File: src/rtl/chan_fifo_regs.sv
module chan_fifo_regs #(
  parameter int DEPTH    = 256,
  parameter int DW       = 8,
  parameter int INIT_LVL = 16
) (
  input  logic          clk,
  input  logic          rst_n,
  input  logic          bus_wr,
  input  logic          bus_rd,
  input  logic [1:0]    bus_addr,
  input  logic [31:0]   bus_wdata,
  output logic [31:0]   bus_rdata,
  input  logic          tx_pop,
  output logic [DW-1:0] tx_data,
  output logic [3:0]    tx_flags_n,
  input  logic          rx_push,
  input  logic [DW-1:0] rx_data,
  output logic [3:0]    rx_flags_n
);
  localparam int AW = (DEPTH > 1) ? $clog2(DEPTH) : 1;
  localparam int CW = $clog2(DEPTH + 1);
  localparam logic [1:0] A_TXTHR = 2'd0;
  localparam logic [1:0] A_RXTHR = 2'd1;
  localparam logic [1:0] A_DATA  = 2'd2;
  localparam logic [1:0] A_CTRL  = 2'd3;

  logic [1:0][31:0]   thr_q;
  logic [1:0]         clr_v;
  logic [1:0]         push_v, pop_v, nonempty_v;
  logic [1:0][DW-1:0] din_v, head_v;
  logic [1:0][3:0]    nib_v;
  logic [DW-1:0]      rx_last;
  logic [31:0]        rd_mux;

  wire host_data_wr = bus_wr && bus_addr == A_DATA;
  wire host_data_rd = bus_rd && bus_addr == A_DATA;

  // index 0 = transmit, index 1 = receive
  assign push_v = {rx_push, host_data_wr};
  assign pop_v  = {host_data_rd, tx_pop};
  assign din_v  = {rx_data, bus_wdata[DW-1:0]};

  function automatic logic [AW-1:0] nxt(input logic [AW-1:0] p);
    return (p == AW'(DEPTH - 1)) ? '0 : p + 1'b1;
  endfunction

  for (genvar g = 0; g < 2; g++) begin : g_fifo
    logic [DW-1:0] mem [DEPTH];
    logic [AW-1:0] wp, rp;
    logic [CW-1:0] cnt;
    logic [15:0]   ae_l, af_l;
    logic          full, empty, ae_t, af_t, do_push, do_pop;
    logic [31:0]   fill, room;

    assign empty   = cnt == '0;
    assign full    = cnt == CW'(DEPTH);
    assign do_push = push_v[g] && !full;
    assign do_pop  = pop_v[g] && !empty;
    assign fill    = 32'(cnt);
    assign room    = 32'(DEPTH) - fill;
    assign ae_t    = empty || (!full && fill <= 32'(ae_l));
    assign af_t    = full || (!ae_t && room <= 32'(af_l));

    assign nib_v[g]      = {~full, ~af_t, ~ae_t, ~empty};
    assign head_v[g]     = mem[rp];
    assign nonempty_v[g] = !empty;

    always_ff @(posedge clk or negedge rst_n) begin
      if (!rst_n) begin
        wp   <= '0;
        rp   <= '0;
        cnt  <= '0;
        ae_l <= 16'(INIT_LVL);
        af_l <= 16'(INIT_LVL);
      end else if (clr_v[g]) begin
        wp  <= '0;
        rp  <= '0;
        cnt <= '0;
        if (thr_q[g] != 32'h0) begin
          ae_l <= thr_q[g][15:0];
          af_l <= thr_q[g][31:16];
        end
      end else begin
        if (do_push) wp <= nxt(wp);
        if (do_pop)  rp <= nxt(rp);
        cnt <= cnt + CW'(do_push) - CW'(do_pop);
      end
    end

    always_ff @(posedge clk) begin
      if (do_push && !clr_v[g]) mem[wp] <= din_v[g];
    end
  end

  always_comb begin
    case (bus_addr)
      A_TXTHR: rd_mux = thr_q[0];
      A_RXTHR: rd_mux = thr_q[1];
      A_DATA:  rd_mux = nonempty_v[1] ? 32'(head_v[1]) : 32'(rx_last);
      default: rd_mux = {16'h0, nib_v[1], nib_v[0], 6'h0, clr_v};
    endcase
  end

  always_ff @(posedge clk or negedge rst_n) begin
    if (!rst_n) begin
      thr_q     <= '0;
      clr_v     <= '0;
      rx_last   <= '0;
      bus_rdata <= '0;
    end else begin
      if (bus_wr && bus_addr == A_TXTHR) thr_q[0] <= bus_wdata;
      if (bus_wr && bus_addr == A_RXTHR) thr_q[1] <= bus_wdata;
      clr_v <= (bus_wr && bus_addr == A_CTRL) ? bus_wdata[1:0] : 2'b00;
      if (bus_rd) bus_rdata <= rd_mux;
      if (host_data_rd && nonempty_v[1]) rx_last <= head_v[1];
    end
  end

  assign tx_data    = head_v[0];
  assign tx_flags_n = nib_v[0];
  assign rx_flags_n = nib_v[1];
endmodule

File: config.mk
export PLATFORM = sky130hd
export DESIGN_NAME = chan_fifo_regs
export DESIGN_NICKNAME = d
export VERILOG_FILES = /design/src/rtl/chan_fifo_regs.sv
export SDC_FILE = /design/constraint.sdc
export NUM_CORES = 2
export LEC_CHECK = 0
export ABC_CLOCK_PERIOD_IN_PS = 6400
export CAP_MARGIN = 40
export CORE_MARGIN = 4
export CORE_UTILIZATION = 53
export CTS_CLUSTER_SIZE = 25
export DETAILED_ROUTE_END_ITERATION = 12
export GPL_TIMING_DRIVEN = 0
export MAX_ROUTING_LAYER = met4
export PLACE_DENSITY = 0.7
export SLEW_MARGIN = 20
export SYNTH_ARGS = -nofsm -noshare
export SYNTH_HDL_FRONTEND = slang
export SYNTH_SLANG_ARGS = --single-unit
export TNS_END_PERCENT = 10
File: constraint.sdc
create_clock -name clk -period 6.4 [get_ports clk]
set_clock_uncertainty 0.15 [all_clocks]
set_input_delay 1.92 -clock clk [delete_from_list [all_inputs] [get_ports clk]]
set_output_delay 1.92 -clock clk [all_outputs]
set_load 0.02 [all_outputs]
==> out/qor.yml <==
status: "complete, but fails checks"
violations: "setup timing"
ys.flop_type: "edfxtp_1"
async_flop_share_pct: 5.10
grt_pass1_wl_mm: 745
via_count: 92300
die_x_um: 575
fp.dieH_um: 575
slew_headroom_pct: 32.1
areaGrowthSynthToFinish_pct: 15.6
syn_inst: 7914
ys_seq_area_share_pct: 75.5
synth_simple_gate_area_share_pct: 2.53
final_core_util_pct: 61.7
routed_wirelength_mm: 547
core_um2: 319000
fin_nets: 9052
total_power_uw: 75400
finish.instance_area_um2: 197000
cts_tree: "built"
arrival_ns: 7.78
dr.pass1.iters: 10
hp-class: "reg -> reg"
fmax_mhz: 141
netlist.area_leader.share_pct: 72.3
ys_ff_latch: 4316
grt_max_degree: 138
cts_buffers: 422
finalCritPeriodShare_pct: 111
crit_type: "reg -> reg"
worst_pin_slew_ns: 1.02
layout_common_cells: "edfxtp_1 (4,096), mux4_2 (1,174), nor2_1 (586)"
peakVddDrop_v: 0.000298
fillerInstances: 21500
synth_area_leaders: "edfxtp_1 (72%), mux4_2 (16%), dfrtp_1 (3.2%), nor2_1 (1.3%), mux2_2 (1.1%)"
dp.final_hpwl_mm: 360
setup_viol: 19
critPathMaxFanout: 10
maxSlewViolCount: 0
dp_worst_setup_slack_ns: -1.10
hold_slack_ns: 0.328
num_rows: 207
postCtsHoldBufs: 0
fin_ws_ns: -0.681
drive_above_1_share_pct: 30.4
clkTransAtPathRegs_ns: 0.06
start_util_pct: 53.4
synthDistinctLibCells: 83
overflow: 0
hold_violations: 0
wl_per_cell_um: 40.3
clk_latency_ns: 1.04
gp_congestion: 1.01
antenna_found_initial: 21
synth-edff-count: 4096
drc_errors: 0
rsz0062_at_grt: "yes"
grt_pass1_vias: 89600
synth_fa_ha_area_share_pct: 0.744
cts-root-buf: "clkbuf_16"
syn_area_per_cell_um2: 21.5
pin_count: 96
drt-initial-drc-count: 15600
dpl-instance-area_um2: 180000
die-area_um2: 330000
synth_compound_area_share_pct: 1.68
cellLeakagePower_uw: 0.0633
yosysWarnings: 0
synth_xor_xnor_area_share_pct: 0.206
yosys.area.top_type: "edfxtp_1"
finalCriticalPeriod_ns: 7.08
htree_num_levels: 5
clockBufferDepth: 4
synth_top_family_by_area: "multiplexers"
layout_commonest_cell: "edfxtp_1"
port-buffer-count: 95
synthMuxAreaShare_pct: 17.8
power.density_nw_per_um2: 383
grt_usage_pct: 33.9
cp-start-kind: "flip-flop"
cts.sinks: 4316
cap_violations: 0
vias_per_cell: 6.80
required_ns: 7.10
syn-cell-area_um2: 170000
antenna_left: 0
crit_path_end_kind: "flip-flop"
r2r_setup_slack_ns: -0.68
syn_nets: 8062
## what timing repair did
| action | 4_1_cts | 5_1_grt |
|---|---|---|
| buffers inserted | 20 | 20 |
| endpoints found under the setup margin | 16 | 12 |
| gates cloned | 8 | 1 |
| resized for setup | 317 | 38 |
| pin swaps | 24 | 24 |
## logic make-up after synthesis
kind of cell / Yosys count
xor+xnor: 40
fa+ha+maj: 100
mux: 1488
compound gates: 409
buf+inv: 559
simple gates: 1002
flops: 4316
## worst max-delay path: stages (launching register included)
cell,delay [ns]
dfrtp_1,0.63
buf_4,0.36
buf_4,0.38
buf_2,0.57
buf_4,0.45
buf_4,0.44
buf_2,0.63
buf_2,0.67
nor3_1,0.14
a311oi_1,0.65
a31oi_1,0.39
a21oi_1,0.51
o22ai_1,0.15
nor2_2,0.46
o21ai_0,0.21
## final timing paths
| kind | from | endpoint | depth (start not counted) |
|---|---|---|---|
| hold reg to reg | rx_last[0] | rx_last[0] | 2 |
| max in group asynchronous | rst_n | g_fifo[1].rp[4] | 3 |
| setup reg to reg | g_fifo[1].rp[1] | bus_rdata[0] | 14 |
| min in group asynchronous | rst_n | bus_rdata[28] | 1 |
| hold / removal | rx_last[0] | rx_last[0] | 2 |
| setup / recovery | g_fifo[1].rp[1] | bus_rdata[0] | 14 |
## power breakdown
group | internal [µW] | switching, µW
sequential | 31400 | 405
combinational | 7400 | 11700
clock | 13800 | 10700
## registers in the layout, summed over array words and instances, names as in the netlist
| name | cells |
|---|---|
| g_fifo.mem | 4096 |
| thr_q | 64 |
| g_fifo.rp | 16 |
| clr_v | 2 |
| g_fifo.cnt | 18 |
| g_fifo.wp | 16 |
| g_fifo.ae_l | 32 |
| rx_last | 8 |
| bus_rdata | 32 |
| g_fifo.af_l | 32 |
## Yosys cell counts, types with 16 or more instances
cell       number
o21ai_0        61
a21oi_1        73
buf_6          26
ha_1           98
clkbuf_1      222
nor3_1         30
o221ai_1       17
nand2_1       171
nor2b_1        40
mux2_2        167
mux4_1         27
xnor2_1        31
mux4_2       1174
nand2b_1       17
nand4_1        21
nor4_1         29
o22ai_1        25
a211oi_1       22
buf_2          82
buf_4          48
o2bb2ai_1      17
dfrtp_1       216
a221oi_1       16
buf_1          69
a22oi_1        34
mux2i_1       120
edfxtp_1     4096
nor2_1        596
inv_1         101
nand3_1        44
## metal layers
| layer | wire (µm) | GRT usage, % | vias to the layer above |
|---|---|---|---|
| met2 | 250000 | 49.8 | 7456 |
| met3 | 68800 | 9.18 | 1897 |
| met1 | 181000 | 41.9 | 48000 |
| met4 | 47200 | 22.4 | 0 |
| met5 | 0 | - | - |
| li1 | - | - | 35000 |
## metrics by stage
stage          TNS [ns]  cells
2_1_floorplan         0   7914
3_3_place_gp          -  12300
3_5_place_dp    -207.63  12600
4_1_cts           -1.63  13400
5_1_grt           -1.33  13600
6_report          -4.16  13600
## cell type report
cell class / count / area, µm² / area share (%)
inverters: 102 / 383 / 0.195
repair buffers: 578 / 6570 / 3.34
clock inverters: 227 / 2160 / 1.10
plain buffers: 445 / 3050 / 1.55
flip-flops and latches: 4316 / 129000 / 65.3
multi-input cells: 3039 / 39300 / 20.0
diodes: 26 / 65.1 / 0.0331
clock buffers: 553 / 11400 / 5.78
well taps: 4284 / 5360 / 2.72
(Power assumes the default switching activity.)
